==> src/rtl/sb_pkg.sv <==
package sb_pkg;
  parameter int SB_NREG = 8;
  localparam int SB_REG_W = $clog2(SB_NREG);
  localparam int SB_NCLS = 3;

  typedef enum logic [1:0] {
    CLS_INT = 2'd0,
    CLS_FP  = 2'd1,
    CLS_LS  = 2'd2
  } fu_cls_e;

  typedef struct packed {
    logic [SB_REG_W-1:0] src0;
    logic [SB_REG_W-1:0] src1;
    logic [SB_REG_W-1:0] dst;
    fu_cls_e             cls;
  } sb_instr_t;
endpackage

==> src/rtl/sb_window.sv <==
module sb_window
  import sb_pkg::*;
#(
  parameter int WIN = 4,
  localparam int IDX_W = $clog2(WIN),
  localparam int OCC_W = $clog2(WIN + 1)
) (
  input  logic             clk,
  input  logic             rst_n,
  input  logic             enq,
  input  sb_instr_t        enq_ins,
  input  logic             deq,
  input  logic [IDX_W-1:0] deq_idx,
  output sb_instr_t        ent [WIN],
  output logic [OCC_W-1:0] occ,
  output logic             full
);

  sb_instr_t        ent_nxt [WIN];
  logic [OCC_W-1:0] occ_nxt;
  logic [OCC_W-1:0] occ_after;
  logic             upd_en;

  assign full   = (occ == OCC_W'(WIN));
  assign upd_en = enq | deq;

  // Close the gap left by the departing entry, then append at the tail.
  always_comb begin
    occ_after = occ - OCC_W'(deq);
    for (int i = 0; i < WIN; i++) begin
      if (deq && (IDX_W'(i) >= deq_idx)) begin
        ent_nxt[i] = ent[(i < WIN - 1) ? i + 1 : i];
      end else begin
        ent_nxt[i] = ent[i];
      end
    end
    if (enq) begin
      ent_nxt[IDX_W'(occ_after)] = enq_ins;
    end
    occ_nxt = occ_after + OCC_W'(enq);
  end

  always_ff @(posedge clk or negedge rst_n) begin
    if (!rst_n) begin
      occ <= '0;
      for (int i = 0; i < WIN; i++) begin
        ent[i] <= '0;
      end
    end else if (upd_en) begin
      occ <= occ_nxt;
      for (int i = 0; i < WIN; i++) begin
        ent[i] <= ent_nxt[i];
      end
    end
  end

  p_full_hold_r8: assert property (@(posedge clk) disable iff (!rst_n)
    (full && !deq) |=> (occ == $past(occ)));

  p_occ_bound_r8: assert property (@(posedge clk) disable iff (!rst_n)
    occ <= OCC_W'(WIN));

  p_one_issue_r12: assert property (@(posedge clk) disable iff (!rst_n)
    1'b1 |=> ({1'b0, occ} + 1'b1 >= {1'b0, $past(occ)}));

endmodule

==> src/rtl/sb_score.sv <==
module sb_score
  import sb_pkg::*;
#(
  parameter int CNT_W = 3,
  parameter int N_INT = 2,
  parameter int N_FP  = 1,
  parameter int N_LS  = 1
) (
  input  logic             clk,
  input  logic             rst_n,
  input  logic             iss_en,
  input  sb_instr_t        iss_ins,
  input  logic             ret_en,
  input  sb_instr_t        ret_ins,
  output logic [CNT_W-1:0] rd_cnt [SB_NREG],
  output logic [CNT_W-1:0] wr_cnt [SB_NREG],
  output logic [CNT_W-1:0] busy   [SB_NCLS]
);

  localparam logic [CNT_W-1:0] CNT_MAX = '1;

  logic [CNT_W-1:0] rd_nxt   [SB_NREG];
  logic [CNT_W-1:0] wr_nxt   [SB_NREG];
  logic [CNT_W-1:0] busy_nxt [SB_NCLS];
  logic             upd_en;

  assign upd_en = iss_en | ret_en;

  // Net update: increments from the issue, decrements from the retire.
  always_comb begin
    for (int r = 0; r < SB_NREG; r++) begin
      rd_nxt[r] = rd_cnt[r]
                + CNT_W'(iss_en && (iss_ins.src0 == SB_REG_W'(r)))
                + CNT_W'(iss_en && (iss_ins.src1 == SB_REG_W'(r)))
                - CNT_W'(ret_en && (ret_ins.src0 == SB_REG_W'(r)))
                - CNT_W'(ret_en && (ret_ins.src1 == SB_REG_W'(r)));
      wr_nxt[r] = wr_cnt[r]
                + CNT_W'(iss_en && (iss_ins.dst == SB_REG_W'(r)))
                - CNT_W'(ret_en && (ret_ins.dst == SB_REG_W'(r)));
    end
    for (int c = 0; c < SB_NCLS; c++) begin
      busy_nxt[c] = busy[c]
                  + CNT_W'(iss_en && (2'(iss_ins.cls) == 2'(c)))
                  - CNT_W'(ret_en && (2'(ret_ins.cls) == 2'(c)));
    end
  end

  always_ff @(posedge clk or negedge rst_n) begin
    if (!rst_n) begin
      for (int r = 0; r < SB_NREG; r++) begin
        rd_cnt[r] <= '0;
        wr_cnt[r] <= '0;
      end
      for (int c = 0; c < SB_NCLS; c++) begin
        busy[c] <= '0;
      end
    end else if (upd_en) begin
      for (int r = 0; r < SB_NREG; r++) begin
        rd_cnt[r] <= rd_nxt[r];
        wr_cnt[r] <= wr_nxt[r];
      end
      for (int c = 0; c < SB_NCLS; c++) begin
        busy[c] <= busy_nxt[c];
      end
    end
  end

  for (genvar r = 0; r < SB_NREG; r++) begin : g_reg_chk
    p_raw_r1: assert property (@(posedge clk) disable iff (!rst_n)
      (iss_en && ((iss_ins.src0 == SB_REG_W'(r)) || (iss_ins.src1 == SB_REG_W'(r))))
        |-> (wr_cnt[r] == '0));
    p_war_r2: assert property (@(posedge clk) disable iff (!rst_n)
      (iss_en && (iss_ins.dst == SB_REG_W'(r))) |-> (rd_cnt[r] == '0));
    p_waw_r3: assert property (@(posedge clk) disable iff (!rst_n)
      (iss_en && (iss_ins.dst == SB_REG_W'(r))) |-> (wr_cnt[r] == '0));
    p_no_overflow_r9: assert property (@(posedge clk) disable iff (!rst_n)
      (iss_en && ((iss_ins.src0 == SB_REG_W'(r)) || (iss_ins.src1 == SB_REG_W'(r))))
        |-> (rd_cnt[r] != CNT_MAX));
    p_no_underflow_r10: assert property (@(posedge clk) disable iff (!rst_n)
      (ret_en && ((ret_ins.src0 == SB_REG_W'(r)) || (ret_ins.src1 == SB_REG_W'(r))))
        |-> (rd_cnt[r] != '0));
    p_wr_underflow_r10: assert property (@(posedge clk) disable iff (!rst_n)
      (ret_en && (ret_ins.dst == SB_REG_W'(r))) |-> (wr_cnt[r] != '0));
  end

  p_unit_int_r4: assert property (@(posedge clk) disable iff (!rst_n)
    busy[0] <= CNT_W'(N_INT));
  p_unit_fp_r4: assert property (@(posedge clk) disable iff (!rst_n)
    busy[1] <= CNT_W'(N_FP));
  p_unit_ls_r4: assert property (@(posedge clk) disable iff (!rst_n)
    busy[2] <= CNT_W'(N_LS));

endmodule

==> src/rtl/sb_pick.sv <==
module sb_pick
  import sb_pkg::*;
#(
  parameter int WIN   = 4,
  parameter int CNT_W = 3,
  parameter int N_INT = 2,
  parameter int N_FP  = 1,
  parameter int N_LS  = 1,
  localparam int IDX_W = $clog2(WIN),
  localparam int OCC_W = $clog2(WIN + 1)
) (
  input  sb_instr_t        ent    [WIN],
  input  logic [OCC_W-1:0] occ,
  input  logic [CNT_W-1:0] rd_cnt [SB_NREG],
  input  logic [CNT_W-1:0] wr_cnt [SB_NREG],
  input  logic [CNT_W-1:0] busy   [SB_NCLS],
  input  logic             ooo,
  output logic             grant_vld,
  output logic [IDX_W-1:0] grant_idx
);

  localparam logic [CNT_W:0] SAT_MAX = {1'b0, {CNT_W{1'b1}}};

  logic [WIN-1:0] elig;

  always_comb begin
    logic           blk_sb;
    logic           blk_win;
    logic           blk_unit;
    logic           blk_sat;
    logic [CNT_W:0] rd_sum;
    logic           twice;
    for (int i = 0; i < WIN; i++) begin
      // Hazards against in-flight instructions.
      blk_sb = (wr_cnt[ent[i].src0] != '0) || (wr_cnt[ent[i].src1] != '0)
            || (rd_cnt[ent[i].dst] != '0) || (wr_cnt[ent[i].dst] != '0);
      // Reader count headroom; a doubled source needs two steps.
      twice   = (ent[i].src0 == ent[i].src1);
      rd_sum  = {1'b0, rd_cnt[ent[i].src0]} + (twice ? (CNT_W+1)'(2) : (CNT_W+1)'(1));
      blk_sat = (rd_sum > SAT_MAX)
             || (!twice && (rd_cnt[ent[i].src1] == SAT_MAX[CNT_W-1:0]));
      // Unit capacity per class.
      case (ent[i].cls)
        CLS_INT: blk_unit = (busy[0] >= CNT_W'(N_INT));
        CLS_FP:  blk_unit = (busy[1] >= CNT_W'(N_FP));
        CLS_LS:  blk_unit = (busy[2] >= CNT_W'(N_LS));
        default: blk_unit = 1'b1;
      endcase
      // Hazards against older entries still waiting.
      blk_win = 1'b0;
      for (int j = 0; j < WIN; j++) begin
        if (j < i) begin
          blk_win = blk_win
                 || (ent[j].dst  == ent[i].src0) || (ent[j].dst  == ent[i].src1)
                 || (ent[j].src0 == ent[i].dst)  || (ent[j].src1 == ent[i].dst)
                 || (ent[j].dst  == ent[i].dst);
        end
      end
      elig[i] = (OCC_W'(i) < occ) && !blk_sb && !blk_sat && !blk_unit && !blk_win;
    end
  end

  // Oldest eligible entry wins; in-order mode looks at the head only.
  always_comb begin
    grant_vld = 1'b0;
    grant_idx = '0;
    if (ooo) begin
      for (int i = WIN - 1; i >= 0; i--) begin
        if (elig[i]) begin
          grant_vld = 1'b1;
          grant_idx = IDX_W'(i);
        end
      end
    end else begin
      grant_vld = elig[0];
    end
  end

endmodule

==> src/rtl/sb_issue_unit.sv <==
module sb_issue_unit
  import sb_pkg::*;
#(
  parameter int WIN   = 4,
  parameter int CNT_W = 3,
  parameter int N_INT = 2,
  parameter int N_FP  = 1,
  parameter int N_LS  = 1
) (
  input  logic                clk,
  input  logic                rst_n,
  input  logic                ooo_mode,
  input  logic                in_valid,
  input  logic [SB_REG_W-1:0] in_src0,
  input  logic [SB_REG_W-1:0] in_src1,
  input  logic [SB_REG_W-1:0] in_dst,
  input  logic [1:0]          in_cls,
  output logic                in_ready,
  output logic                iss_valid,
  output logic [SB_REG_W-1:0] iss_src0,
  output logic [SB_REG_W-1:0] iss_src1,
  output logic [SB_REG_W-1:0] iss_dst,
  output logic [1:0]          iss_cls,
  input  logic                ret_valid,
  input  logic [SB_REG_W-1:0] ret_src0,
  input  logic [SB_REG_W-1:0] ret_src1,
  input  logic [SB_REG_W-1:0] ret_dst,
  input  logic [1:0]          ret_cls
);

  localparam int IDX_W = $clog2(WIN);
  localparam int OCC_W = $clog2(WIN + 1);

  logic [1:0]       rst_pipe;
  logic             rst_i_n;
  sb_instr_t        ent [WIN];
  logic [OCC_W-1:0] occ;
  logic             full;
  logic             enq;
  logic             grant_vld;
  logic [IDX_W-1:0] grant_idx;
  sb_instr_t        new_ins;
  sb_instr_t        iss_ins;
  sb_instr_t        ret_ins;
  logic [CNT_W-1:0] rd_cnt [SB_NREG];
  logic [CNT_W-1:0] wr_cnt [SB_NREG];
  logic [CNT_W-1:0] busy   [SB_NCLS];

  // Reset: asserted at once, released on the clock.
  always_ff @(posedge clk or negedge rst_n) begin
    if (!rst_n) begin
      rst_pipe <= '0;
    end else begin
      rst_pipe <= {rst_pipe[0], 1'b1};
    end
  end
  assign rst_i_n = rst_pipe[1];

  assign new_ins  = '{src0: in_src0, src1: in_src1, dst: in_dst, cls: fu_cls_e'(in_cls)};
  assign ret_ins  = '{src0: ret_src0, src1: ret_src1, dst: ret_dst, cls: fu_cls_e'(ret_cls)};
  assign in_ready = ~full;
  assign enq      = in_valid & ~full;

  assign iss_ins   = ent[grant_idx];
  assign iss_valid = grant_vld;
  assign iss_src0  = iss_ins.src0;
  assign iss_src1  = iss_ins.src1;
  assign iss_dst   = iss_ins.dst;
  assign iss_cls   = 2'(iss_ins.cls);

  sb_window #(.WIN(WIN)) win_i (
    .clk     (clk),
    .rst_n   (rst_i_n),
    .enq     (enq),
    .enq_ins (new_ins),
    .deq     (grant_vld),
    .deq_idx (grant_idx),
    .ent     (ent),
    .occ     (occ),
    .full    (full)
  );

  sb_score #(.CNT_W(CNT_W), .N_INT(N_INT), .N_FP(N_FP), .N_LS(N_LS)) score_i (
    .clk     (clk),
    .rst_n   (rst_i_n),
    .iss_en  (grant_vld),
    .iss_ins (iss_ins),
    .ret_en  (ret_valid),
    .ret_ins (ret_ins),
    .rd_cnt  (rd_cnt),
    .wr_cnt  (wr_cnt),
    .busy    (busy)
  );

  sb_pick #(.WIN(WIN), .CNT_W(CNT_W), .N_INT(N_INT), .N_FP(N_FP), .N_LS(N_LS)) pick_i (
    .ent       (ent),
    .occ       (occ),
    .rd_cnt    (rd_cnt),
    .wr_cnt    (wr_cnt),
    .busy      (busy),
    .ooo       (ooo_mode),
    .grant_vld (grant_vld),
    .grant_idx (grant_idx)
  );

  p_inorder_r6: assert property (@(posedge clk) disable iff (!rst_i_n)
    (iss_valid && !ooo_mode) |-> (iss_ins == ent[0]));

  p_cls_legal_r4: assert property (@(posedge clk) disable iff (!rst_i_n)
    (in_valid |-> (in_cls != 2'd3)) and (ret_valid |-> (ret_cls != 2'd3)));

  p_no_empty_issue_r12: assert property (@(posedge clk) disable iff (!rst_i_n)
    iss_valid |-> (occ != '0));

endmodule

==> config.mk <==
export PLATFORM = sky130hd
export DESIGN_NAME = sb_issue_unit
export DESIGN_NICKNAME = d
export VERILOG_FILES = /design/src/rtl/sb_pkg.sv /design/src/rtl/sb_window.sv /design/src/rtl/sb_score.sv /design/src/rtl/sb_pick.sv /design/src/rtl/sb_issue_unit.sv
export SDC_FILE = /design/constraint.sdc
export NUM_CORES = 1
export LEC_CHECK = 0
export BUFFER_PORTS_ARGS = -buffer_cell sky130_fd_sc_hd__buf_2
export CORE_AREA = 2 2 177 179
export CTS_BUF_LIST = sky130_fd_sc_hd__clkbuf_8
export DETAILED_ROUTE_END_ITERATION = 7
export DIE_AREA = 0 0 179 181
export GPL_ROUTABILITY_DRIVEN = 0
export PLACE_DENSITY = 0.52
export SYNTH_ARGS = -nofsm -noshare
export SYNTH_HDL_FRONTEND = slang
export SYNTH_SLANG_ARGS = --single-unit
==> constraint.sdc <==
create_clock -name clk -period 6.5 [get_ports clk]
set_input_delay 0.975 -clock clk [delete_from_list [all_inputs] [get_ports clk]]
set_output_delay 0.975 -clock clk [all_outputs]
set_load 0.01 [all_outputs]
==> results.json <==
{
  "synth-compound-area-share": 0.138,
  "fp.dieW_um": 179,
  "cts-root-buf": "clkbuf_8",
  "hold_class": "in -> async",
  "netlist_area_um2": 10600,
  "cts_resized": 0,
  "dp_hpwl_um": 27500,
  "routed-via-count": 9542,
  "slew_headroom": 0.326,
  "drtIter0Drc": 989,
  "clk_path_buf_depth": 2,
  "synth_nets": 1340,
  "synth_ff_type": "dfrtp_1",
  "fin_crit_sh": 0.890,
  "synth_xor_area_frac": 0.115,
  "grt_usage": 0.233,
  "synth_edf_count": 0,
  "start_kind": "flop",
  "netSwitchingPower_w": 0.00331,
  "fin_setup_tns_ns": 0,
  "start_util": 0.349,
  "layout_min_cycle_time_ns": 5.78,
  "drtAntennaViolNets": 0,
  "max_freq_ghz": 0.173,
  "hold_viol_final": 0,
  "r2r-start": "win_i.ent[31]",
  "first_pass_iters": 6,
  "numClockSinks": 106,
  "worstPathRequired_ns": 6.79,
  "io_buffers": 39,
  "rsz0062_at_grt": "false",
  "status": "complete, no violations",
  "synth_seq_cells": 106,
  "multi_input_area_um2": 7090,
  "post-place-cells": 1612,
  "synth_top_family_by_area": "simple AND/OR/NAND/NOR gates",
  "wl_um": 36900,
  "synthCells": 1236,
  "rows": 64,
  "via_per_inst": 5.86,
  "avgSynthCellArea_um2": 8.57,
  "ir_drop_mv": 0.219,
  "worst_hold_slack_ns": 0.331,
  "cp.arrival_ns": 6.07,
  "grt_max_degree": 93,
  "setup_viol": 0,
  "synth-seq-area-share": 0.250,
  "path_max_fanout": 12,
  "ff_latch_area_um2": 2660,
  "n_fill_cell": 3093,
  "clock_latency_ns": 0.40,
  "async_reset_ff_frac": 1.00,
  "skew_ns": 0.0206,
  "core_um2": 30300,
  "p_int_w": 0.00283,
  "cp-end-kind": "flop",
  "swShare": 0.539,
  "cts_tree": "yes",
  "drive_above_1_share": 0.143,
  "gr-total-overflow": 0,
  "r2r_slack_ns": 0.72,
  "chipHeight_um": 181,
  "yosysTopAreaCell": "dfrtp_1",
  "ff2ff_path_depth": 20,
  "syn_to_final_growth_pct": 7.13,
  "post_drt_wl_per_cell_um": 22.7,
  "layout.nets": 1331,
  "cts_hold_buf": 0,
  "final_cells": 1628,
  "tightest_slew_ns": 1.01,
  "drc": 0,
  "antenna_found_initial": 0,
  "ys_top_cells_by_area": "dfrtp_1, xor2_1, mux4_2",
  "cap_violations": 0,
  "r2r_end": "score_i.rd_cnt[5]",
  "pin_count": 40,
  "htree_levels": 3,
  "leakagePower_nw": 4.85,
  "yosys.area.top_type_share": 0.250,
  "comb_power_share": 0.622,
  "seq_power_share": 0.308,
  "critical_path_class": "reg -> reg",
  "synth_simple_gate_area_frac": 0.197,
  "synthAdderAreaFrac": 0.110,
  "grt_first_pass_wirelength_um": 57200,
  "ys.warnings.count": 0,
  "num_antenna_cells": 0,
  "cts_inserted_buffers": 9,
  "pwr-share-clk": 0.070,
  "maxSlewViolCount": 0,
  "clkTransAtPathRegs_ns": 0.12,
  "yosysUniqueCellTypes": 74,
  "power.density_nw_per_um2": 541,
  "synthMuxAreaShare": 0.109,
  "postCtsSetupBuffers": 0,
  "grt_pass1_vias": 9340,
  "die_area_um2": 32400
}
## Yosys cell counts, types with 34 or more instances
cell type and number:
o21ai_0 56, buf_2 34, nand3_1 39, inv_1 103, clkbuf_1 50, nor3_1 65, nand2_1 88, xor2_1 86
nor2_1 81, dfrtp_1 106, ha_1 50, a21oi_1 55, xnor2_1 53
## layout make-up
| cell class | instances | area share |
|---|---|---|
| multi-input cells | 922 | 0.625 |
| flip-flops and latches | 106 | 0.234 |
| repair buffers | 82 | 0.0457 |
| well taps | 396 | 0.0437 |
| inverters | 106 | 0.0351 |
| clock buffers | 9 | 0.0109 |
| clock inverters | 7 | 0.00573 |
## how the worst max path moves through the flow
stage	start	endpoint	slack (ns)	depth (start not counted)
4_1_cts	win_i.ent[31]	score_i.rd_cnt[5]	0.77	20
3_5_place_dp	win_i.ent[30]	score_i.rd_cnt[5]	0.80	20
5_1_grt	win_i.ent[31]	score_i.rd_cnt[5]	0.34	20
2_1_floorplan	win_i.ent[30]	score_i.rd_cnt[5]	1.36	25
3_3_place_gp	win_i.ent[31]	score_i.rd_cnt[5]	0.88	20
6_report	win_i.ent[31]	score_i.rd_cnt[5]	0.72	20
## logic make-up (layout without fill, tap and decap cells)
kind of cell             count (synthesis)  count (layout)
flip-flops                             106             106
AO/OA/AOI/OAI                          227             227
adder cells (fa/ha/maj)                 77              77
multiplexers                            77              77
XOR/XNOR                               139             139
other                                    1               1
AND/OR/NAND/NOR                        401             401
buffers and inverters                  208             204
## power by group through the flow
stage	Combinational (W)	Clock (W)	Sequential, W
detailed placement	0.00373	0	0.00188
global route	0.00418	0.000464	0.00195
finish	0.00382	0.000428	0.00189
floorplan	0.00317	0	0.00120
CTS	0.00376	0.000447	0.00186
global placement	0.00369	0	0.00188
## per-layer routing
metal  GRT usage  vias to the layer above  wire [um]
met5           0                        -          0
met1       0.307                     4650      15300
met4      0.0976                        0       1460
met3      0.0513                      104       3020
met2       0.368                      466      17100
li1            -                     4322          -
## cell usage in the layout (no fill, tap or decap), types with 4 or more instances in the layout
cell type,netlist,routed
ha_1,50,50
inv_1,103,104
buf_2,34,39
nor3_1,65,64
nand3_1,39,39
o21ai_0,56,56
or3_1,10,9
nor4_1,17,17
fa_1,27,27
nand2b_1,14,14
a31oi_1,15,15
nor3_2,5,6
a2111oi_0,7,7
a311oi_1,4,4
a21o_1,9,9
or3b_2,9,9
nand2_1,88,88
o2111ai_1,8,8
mux2i_1,31,31
o211ai_1,13,13
xnor2_1,53,53
or4_1,5,5
buf_4,6,43
nand3b_1,12,12
a41oi_1,5,5
nand4_1,20,20
nor2_1,81,81
mux2_2,17,17
o22ai_1,19,19
and2_1,9,9
mux4_2,29,29
xor2_1,86,86
o31ai_1,4,4
a21oi_1,55,55
nand4b_1,5,5
clkbuf_8,0,9
dfrtp_1,106,105
## critical path, cell delays in order (launching register included)
cell and delay, ns:
dfrtp_1 0.70, mux4_2 0.38, nand2_1 0.07, o21ai_0 0.10
ha_1 0.29, o211ai_1 0.19, o21ai_1 0.13, and2_1 0.20
or4_1 0.70, inv_2 0.14, o31a_1 0.40, o22ai_1 0.18
a211oi_2 0.44, nand3_1 0.17, fa_1 0.55, inv_1 0.05
fa_1 0.41, ha_1 0.20, xor2_1 0.12, nand2_1 0.08
xnor2_1 0.16
## per-stage QoR
step / worst slack, ns / utilization / area [um2] / power (W)
after detailed placement: 0.796 / 0.368 / 11200 / 0.00561
final: 0.718 / 0.374 / 11300 / 0.00614
after floorplan: 1.36 / - / 10600 / 0.00437
after CTS: 0.771 / 0.374 / 11300 / 0.00607
after global placement: 0.879 / 0.368 / 11200 / 0.00557
after global routing: 0.342 / 0.374 / 11300 / 0.00659
Note: power is estimated with default switching activity, not from simulation.
